`src/rtl/evt_stat_pkg.sv`:
```
package evt_stat_pkg;

    localparam int STAT_W      = 8;
    localparam int SYNC_STAGES = 2;

    // Bit order is the software-visible layout.
    typedef struct packed {
        logic rsvd;
        logic flt_b;
        logic flt_a;
        logic sup;
        logic pres_b;
        logic pres_a;
        logic aux;
        logic hot;
    } stat_t;

    typedef struct packed {
        logic flt_b;
        logic flt_a;
        logic uv;
        logic ext_rst;
        logic pulse;
        logic pres_b;
        logic pres_a;
        logic aux;
        logic hot;
    } cond_t;

    localparam int COND_W = $bits(cond_t);

    typedef enum logic [1:0] {
        CLR_ANY_READ,
        CLR_IF_GONE,
        CLR_OUT_OF_PULSE
    } clr_mode_e;

    localparam stat_t STAT_RESET = '{rsvd: 1'b0, flt_b: 1'b0, flt_a: 1'b0, sup: 1'b1,
                                     pres_b: 1'b0, pres_a: 1'b0, aux: 1'b0, hot: 1'b0};

    function automatic clr_mode_e cell_mode(input int idx);
        case (idx)
            6, 5, 0: return CLR_IF_GONE;
            4:       return CLR_OUT_OF_PULSE;
            default: return CLR_ANY_READ;
        endcase
    endfunction

    function automatic logic irq_active(input stat_t s);
        return s.flt_b | s.flt_a | s.sup | s.pres_b | s.pres_a | s.hot;
    endfunction

endpackage

```
`src/rtl/evt_sync.sv`:
```
module evt_sync
    import evt_stat_pkg::*;
#(
    parameter int W = 1
) (
    input  logic         clk,
    input  logic         rst,
    input  logic [W-1:0] raw_i,
    output logic [W-1:0] lvl_o,
    output logic [W-1:0] chg_o
);
    localparam int WARM   = SYNC_STAGES + 1;
    localparam int WARM_W = $clog2(WARM + 1);

    logic [SYNC_STAGES-1:0][W-1:0] pipe;
    logic [W-1:0]                  prev;
    logic [WARM_W-1:0]             warm_cnt;
    logic                          warm;

    assign warm = (warm_cnt == WARM_W'(WARM));

    always_ff @(posedge clk) begin
        if (rst) begin
            pipe     <= '0;
            prev     <= '0;
            warm_cnt <= '0;
        end else begin
            pipe[0] <= raw_i;
            for (int s = 1; s < SYNC_STAGES; s++) begin
                pipe[s] <= pipe[s-1];
            end
            prev <= pipe[SYNC_STAGES-1];
            if (!warm) begin
                warm_cnt <= warm_cnt + 1'b1;
            end
        end
    end

    assign lvl_o = pipe[SYNC_STAGES-1];
    assign chg_o = warm ? (pipe[SYNC_STAGES-1] ^ prev) : '0;

    // no edge is reported before the pipeline has filled
    a_r9_no_early_edge: assert property (@(posedge clk) disable iff (rst)
        !warm |-> (chg_o == '0));

endmodule

```
`src/rtl/evt_cell.sv`:
```
module evt_cell
    import evt_stat_pkg::*;
#(
    parameter clr_mode_e MODE    = CLR_ANY_READ,
    parameter logic      RST_VAL = 1'b0
) (
    input  logic clk,
    input  logic rst,
    input  logic set_i,
    input  logic cond_i,
    input  logic pulse_i,
    input  logic rd_i,
    output logic q_o
);
    logic clr;

    always_comb begin
        case (MODE)
            CLR_IF_GONE:      clr = rd_i && !cond_i;
            CLR_OUT_OF_PULSE: clr = rd_i && !pulse_i;
            default:          clr = rd_i;
        endcase
    end

    always_ff @(posedge clk) begin
        if (rst) begin
            q_o <= RST_VAL;
        end else begin
            q_o <= set_i | (q_o & ~clr);
        end
    end

    // a set event always wins over a clearing read
    a_r10_set_wins: assert property (@(posedge clk) disable iff (rst)
        set_i |=> q_o);

    // without a read a set bit never drops
    a_r5_hold_no_read: assert property (@(posedge clk) disable iff (rst)
        (q_o && !rd_i) |=> q_o);

endmodule

```
`src/rtl/rd_gap_check.sv`:
```
module rd_gap_check #(
    parameter int MIN_GAP = 500
) (
    input  logic clk,
    input  logic rst,
    input  logic hit_i,
    output logic too_soon_o
);
    localparam int            CW     = $clog2(MIN_GAP + 1) + 1;
    localparam logic [CW-1:0] LIM    = CW'(MIN_GAP);
    localparam logic [CW-1:0] LIM_M1 = CW'(MIN_GAP - 1);

    logic [CW-1:0] since;

    always_ff @(posedge clk) begin
        if (rst) begin
            since      <= LIM;
            too_soon_o <= 1'b0;
        end else begin
            too_soon_o <= hit_i && (since < LIM_M1);
            if (hit_i) begin
                since <= '0;
            end else if (since < LIM) begin
                since <= since + 1'b1;
            end
        end
    end

    // a read after a full idle window never flags
    a_r11_spaced_ok: assert property (@(posedge clk) disable iff (rst)
        (hit_i && since == LIM) |=> !too_soon_o);

    // the flag is only ever a response to a read
    a_r11_flag_needs_read: assert property (@(posedge clk) disable iff (rst)
        !hit_i |=> !too_soon_o);

    if (MIN_GAP > 1) begin : g_b2b
        a_r11_back_to_back: assert property (@(posedge clk) disable iff (rst)
            hit_i ##1 hit_i |=> too_soon_o);
    end

endmodule

```
`src/rtl/evt_status_reg.sv`:
```
module evt_status_reg
    import evt_stat_pkg::*;
#(
    parameter int              ADDR_W    = 4,
    parameter logic [ADDR_W-1:0] STAT_ADDR = ADDR_W'(10),
    parameter int              MIN_GAP   = 500
) (
    input  logic              clk,
    input  logic              rst,
    input  logic              rd_en_i,
    input  logic [ADDR_W-1:0] rd_addr_i,
    input  logic              flt_a_i,
    input  logic              flt_b_i,
    input  logic              uv_alarm_i,
    input  logic              ext_rst_i,
    input  logic              alarm_pulse_i,
    input  logic              pres_a_i,
    input  logic              pres_b_i,
    input  logic              aux_i,
    input  logic              hot_i,
    output logic [STAT_W-1:0] rd_data_o,
    output logic              irq_n_o,
    output logic              rd_too_soon_o
);
    cond_t              raw, lvl, chg;
    logic [COND_W-1:0]  lvl_v, chg_v;
    stat_t              set_v, cond_v, stat_q;
    logic [STAT_W-1:0]  stat_bits;
    logic               rd_hit;

    always_comb begin
        raw = '{flt_b: flt_b_i, flt_a: flt_a_i, uv: uv_alarm_i, ext_rst: ext_rst_i,
                pulse: alarm_pulse_i, pres_b: pres_b_i, pres_a: pres_a_i,
                aux: aux_i, hot: hot_i};
    end

    evt_sync #(.W(COND_W)) u_sync (
        .clk   (clk),
        .rst   (rst),
        .raw_i (raw),
        .lvl_o (lvl_v),
        .chg_o (chg_v)
    );

    assign lvl = cond_t'(lvl_v);
    assign chg = cond_t'(chg_v);

    always_comb begin
        set_v        = '0;
        set_v.flt_b  = lvl.flt_b;
        set_v.flt_a  = lvl.flt_a;
        set_v.sup    = lvl.uv | lvl.ext_rst;
        set_v.pres_b = chg.pres_b;
        set_v.pres_a = chg.pres_a;
        set_v.aux    = chg.aux;
        set_v.hot    = lvl.hot;

        cond_v       = '0;
        cond_v.flt_b = lvl.flt_b;
        cond_v.flt_a = lvl.flt_a;
        cond_v.hot   = lvl.hot;
    end

    assign rd_hit = rd_en_i && (rd_addr_i == STAT_ADDR);

    for (genvar i = 0; i < STAT_W - 1; i++) begin : g_cell
        evt_cell #(
            .MODE    (cell_mode(i)),
            .RST_VAL (STAT_RESET[i])
        ) u_cell (
            .clk     (clk),
            .rst     (rst),
            .set_i   (set_v[i]),
            .cond_i  (cond_v[i]),
            .pulse_i (lvl.pulse),
            .rd_i    (rd_hit),
            .q_o     (stat_bits[i])
        );
    end
    assign stat_bits[STAT_W-1] = 1'b0;
    assign stat_q = stat_t'(stat_bits);

    always_ff @(posedge clk) begin
        if (rst) begin
            rd_data_o <= '0;
        end else if (rd_hit) begin
            rd_data_o <= stat_q;
        end
    end

    assign irq_n_o = !irq_active(stat_q);

    rd_gap_check #(.MIN_GAP(MIN_GAP)) u_gap (
        .clk        (clk),
        .rst        (rst),
        .hit_i      (rd_hit),
        .too_soon_o (rd_too_soon_o)
    );

    // read data is the pre-clear snapshot
    a_r1_snapshot: assert property (@(posedge clk) disable iff (rst)
        rd_hit |=> (rd_data_o == $past(stat_q)));

    // a miss leaves the read data alone
    a_r12_miss_stable: assert property (@(posedge clk) disable iff (rst)
        !rd_hit |=> $stable(rd_data_o));

    // a fault still present at the read survives it
    a_r3_fault_persist: assert property (@(posedge clk) disable iff (rst)
        (rd_hit && lvl.flt_a) |=> stat_q.flt_a);

    // a read during the alarm pulse keeps the supervisor bit
    a_r4_sup_in_pulse: assert property (@(posedge clk) disable iff (rst)
        (rd_hit && lvl.pulse && stat_q.sup) |=> stat_q.sup);

    // the auxiliary bit alone never pulls the interrupt
    a_r6_aux_quiet: assert property (@(posedge clk) disable iff (rst)
        (stat_q == stat_t'(8'h02)) |-> irq_n_o);

    // thermal bit survives a read while still hot
    a_r7_hot_persist: assert property (@(posedge clk) disable iff (rst)
        (rd_hit && lvl.hot) |=> stat_q.hot);

endmodule

```
`config.mk`:
```
export PLATFORM = sky130hd
export DESIGN_NAME = evt_status_reg
export DESIGN_NICKNAME = d
export VERILOG_FILES = /design/src/rtl/evt_stat_pkg.sv /design/src/rtl/evt_sync.sv /design/src/rtl/evt_cell.sv /design/src/rtl/rd_gap_check.sv /design/src/rtl/evt_status_reg.sv
export SDC_FILE = /design/constraint.sdc
export NUM_CORES = 1
export LEC_CHECK = 0
export ABC_AREA = 0
export BUFFER_PORTS_ARGS = -buffer_cell sky130_fd_sc_hd__buf_4
export CAP_MARGIN = 20
export CORE_ASPECT_RATIO = 1.2
export CORE_MARGIN = 3
export CORE_UTILIZATION = 49
export CTS_CLUSTER_SIZE = 30
export DETAILED_ROUTE_END_ITERATION = 10
export GPL_TIMING_DRIVEN = 0
export PLACE_DENSITY = 0.85
export SETUP_SLACK_MARGIN = 0.3
export SKIP_CTS_REPAIR_TIMING = 1
export SYNTH_ARGS = -nofsm -noshare
export SYNTH_HDL_FRONTEND = slang
export SYNTH_SLANG_ARGS = --single-unit
```
`constraint.sdc`:
```
create_clock -name clk -period 1.2 [get_ports clk]
set_input_delay 0 -clock clk [delete_from_list [all_inputs] [get_ports clk]]
set_output_delay 0 -clock clk [all_outputs]
set_load 0.05 [all_outputs]
```
# Word-level counts from Yosys, hierarchy flattened
# Cells that the tools add are included.
# classes
n_addsub,2
order_cmp,2
n_eq_ne,2
n_mux,3
n_bitwise,26
n_reduce_logical,13
# ops
op,n
less-than comparator 10 x 9 -> 1 bit (second input constant),2
two-way mux 9 bit,2
OR 1 bit,13
adder 10 x 1 -> 10 bit (second input constant),1
AND 1 bit,7
logical AND 1 bit,6
zero test 1 bit,5
inverter 1 bit,5
equality test 4 bit (second input constant),1
two-way mux 4 bit,1
bitwise XOR 4 bit,1
adder 2 x 1 -> 2 bit (second input constant),1
equality test 2 bit (second input constant),1
nonzero test 2 bit,1
OR reduction 2 bit,1
# totals
register_bits,49
inputBits,16
out_inout_bits,10
word_cells,63

# Logic depth before layout (Yosys ltp)
# depth
depth_word,6
ltp_mapped,5
mapped_depth_nobuf,5

# By module
# A second synthesis with hierarchy kept.
# hier_totals
cells_unflattened,220
hier_area_um2,2378.5
# by_module_without_submodules
mod,instances,cells_per_inst,area_each_um2,seq_area_each_um2
evt_sync,1,92,1123.6,580.6
rd_gap_check,1,65,579.3,220.2
evt_status_reg,1,36,385.4,140.1
evt_cell (g_cell[0].u_cell ...),3,4,46.3,20.0
evt_cell (g_cell[1].u_cell ...),3,4,38.8,20.0
evt_cell (g_cell[4].u_cell),1,3,35.0,20.0

# Worst setup path before layout
# OpenSTA, ideal clock, no wires.
# synth_path
path_kind,reg2out
start,register g_cell[3].u_cell.q_o
end,output port irq_n_o
arrival_ps,1859
setup_slack_ps,-659
path_stages_with_launch,3
path_cell_list,dfxtp_1 > or4_1 > nor3_1
# synth_between
elab_chain_len,4
# synth_rtl
element,line_no,text
"start, declared",evt_cell.sv:13,output logic q_o
"start signal, assigned",evt_cell.sv:29,q_o <= set_i | (q_o & ~clr);
OR 1 bit (3 in series),evt_stat_pkg.sv:50,return s.flt_b | s.flt_a | s.sup | s.pres_b | s.pres_a | s.hot;
zero test 1 bit,evt_status_reg.sv:91,assign irq_n_o = !irq_active(stat_q);
"end, declared",evt_status_reg.sv:22,"output logic irq_n_o,"
# No other way between the ends.

# Final worst setup path
# layout_path
start,register g_cell[4].u_cell.q_o
end,output port irq_n_o
# layout_between
elab_chain_len,5
# layout_rtl
element,line_no
"start, declared",evt_cell.sv:13
"start signal, assigned",evt_cell.sv:29
OR 1 bit (4 in series),evt_stat_pkg.sv:50
zero test 1 bit,evt_status_reg.sv:91
# No other way between the ends.

==> run metrics <==
outcome complete, but fails checks; failing checks negative setup slack; leakage component of the power 0.956 nW; final period demand of the worst path 1.59 ns; combined area of the multi-input logic cells 840 um^2; average cell area after synthesis 9.95 um^2; cell with the largest stage delay on the worst path or4_4; setup violators final 9; number of buffers created by CTS 5; distinct cell type count of the synthesized netlist 34; library cell with the largest summed area after synthesis dfxtp_1; share of the synthesized area in the top cell type a little under three fifths; number of flops mapped to enable cells by yosys 0; fraction of final layout cells sized beyond drive strength 1 38.4%; final worst slack -0.389 ns; power per cell area around 1200 nW/um^2; net count after synthesis 190; final routed wirelength across all metal layers 3760 um; Die Ht 70.7 um; post-synthesis sequential area ratio 56.1%; Final Cycle Share 132%; total global routing track utilization 16.4%; via density per instance between 5 and 6; critical path required time 1.20 ns; number of instances in the synthesized netlist roughly 170; Final Power 0.00281 W; dominant delay contributor by cell family on the critical path simple AND/OR/NAND/NOR gates; deepest level of the CTS H-tree 2; Pre-Repair DR Iteration Count 7; DP Wirelength ~2300 um; area taken by flip-flops and latches 996 um^2; class of the most critical setup path flip-flop to output pin; crit-path cells or4_4 -> nor3_4 -> buf_6; clk sink count 48; core region area 3190 um^2; ports placed on the boundary 26; Pins Over Slew Limit 0; horizontal extent of the die ~60 um; drt wl/cell 14.5 um; post-synthesis to final-layout area growth 41.1%; Clock Skews 0.0219 ns; buffer and inverter count on the worst path 1; cell types with the largest area share after synthesis dfxtp_1 56%, nor2b_1 8.0%, nand2_1 3.9%, xor2_1 3.6%, a21oi_1 2.9%; GRT Residual Overflow 0; filler cell count between 200 and 250; final antenna-violating net count 0; die footprint 4240 um^2; top achievable clock speed 629 MHz; final cell count without fillers between 200 and 300; mapped cell area between 1500 and 2000 um^2; critical path fanouts, max 3; worst hold path class input pin to flip-flop; fraction of registers with async set or reset after synthesis 0%; detailed-route DRC error count 0; DRC marker count from the first detailed-route iteration 33; quantity of I/O buffers inserted on ports 23; antenna violations before repair 0; first-pass GRT wire length 5290 um; Startpoint Class flip-flop; routability cong. 0.805; final count of hold timing violations 0; reg2reg setup slack -0.14 ns; worst ir drop on vdd 1180 uV; CTS tree built; number of synthesized register bits 48; effective utilization at floorplan between 50% and 60%; worst-skew pair later-pin latency 0.37 ns; count of inserted antenna diode cells 0; warnings from Yosys 0; number of cells after detailed placement 231; Nets ~240; vias 1382; Top FF cell, synth dfxtp_1; vias in the first global route roughly 1300; Critical Path Sink Type output pin; site row count 22; Bufs on Longest Clock Path 2; Maximum Capacitance Violations 0; register clock-pin slew on the reported worst setup and hold paths 0.14 ns; maximum number of pins on one net before global-route repair 15; delay of the slowest critical-path stage between 0.5 and 0.6 ns; WP data arrival 1.59 ns; setup repair after global routing missed its margin true; Clock Root Buffer clkbuf_4
-- worst reg2reg max path: cells and delay by family, from the launching register on --
family	cells	cell delay [ns]
AOI/OAI and AO/OA	2	0.40
and+or+nand+nor	2	0.28
DFF	1	0.39
buffers and inverters	1	0.18
-- worst paths after layout --
| kind | from | cells after the start | to |
|---|---|---|---|
| worst max-delay path | g_cell[4].u_cell.q_o | 3 | irq_n_o |
| worst min-delay path | rst | 2 | u_sync.lvl_o[7] |
| worst max register to register | u_gap.since[5] | 5 | u_gap.since[2] |
| worst min register to register | u_sync.lvl_o[5] | 2 | g_cell[4].u_cell.q_o |
-- layout make-up --
| cell class | count | area share, % |
|---|---|---|
| plain buffers | 11 | 2.49 |
| clock buffers | 6 | 2.12 |
| clock inverters | 2 | 0.415 |
| inverters | 1 | 0.155 |
| multi-input cells | 112 | 34.8 |
| flip-flops and latches | 48 | 41.2 |
| well taps | 36 | 1.87 |
| repair buffers | 44 | 16.9 |
-- routing by layer --
layer,part of all wire [%],GRT usage (%),vias up
met2,56,29.8,38
met1,39,17.1,661
li1,-,-,679
met5,0,0,-
met4,0.77,7.39,0
met3,4.5,3.83,4
-- layout by cell type, fill, tap and decap left out, types with 2 or more instances in the layout --
cell type and instances:
clkinv_2 2, dfxtp_4 5, a21oi_1 10, xor2_1 7, nand2_1 16, buf_4 27, nor3_4 3, a22oi_1 3
nand3_1 2, xnor2_2 2, and3_1 2, ha_4 2, a21o_1 5, dfxtp_2 13, nor2_1 8, nand4b_1 2
buf_8 5, nor3_1 3, dlygate4sd3_1 9, nor2b_1 21, nor3_2 3, dfxtp_1 30, o21a_1 2, clkbuf_1 6
mux2i_1 2, buf_6 6, clkbuf_4 6
-- sequential cells by signal, summed over array words and instances, names as in the netlist --
name / cells
g_cell.u_cell.q_o: 7
rd_data_o: 7
u_gap.since: 10
u_gap.too_soon_o: 1
u_sync.lvl_o: 9
u_sync.pipe: 9
u_sync.prev: 3
u_sync.warm_cnt: 2
-- cell families after synthesis --
kind of cell / after synthesis / synth area share, %
compound gates: 27 / 10.2
xor+xnor: 9 / 4.61
fa+ha+maj: 2 / 1.46
buf+inv: 12 / 3.58
flops: 48 / 56.1
mux: 2 / 1.17
other cells: 1 / 0.219
simple gates: 71 / 22.6
-- power breakdown --
part	switching, W	internal, W
Combinational	0.000150	0.000183
Sequential	0.0000460	0.00166
Clock	0.000489	0.000280
Total	0.000685	0.00212
-- cells in the mapped netlist, drive strengths merged (2+ instances only) --
library cell	instances
a21o	5
a21oi	11
a22oi	3
a31oi	2
and3	3
buf	5
clkbuf	6
dfxtp	48
ha	2
mux2i	2
nand2	18
nand3	3
nand4b	2
nor2	9
nor2b	22
nor3	9
nor4	2
o21a	2
xnor2	2
xor2	7
-- stage by stage --
step	area (um^2)	setup slack (ns)	hold WS [ns]	utilization [%]	TNS (ns)
global route	2410	-0.446	0.0397	75.6	-1.56
CTS	2070	-0.439	-0.160	64.8	-1.17
finish	2410	-0.389	0.0101	75.6	-0.994
detailed placement	2010	-0.191	0.219	62.9	-0.596
floorplan	1790	-0.0842	0.128	-	-0.148
global placement	2010	-0.138	0.210	62.9	-0.240
Note: power is estimated with default switching activity, not from simulation.
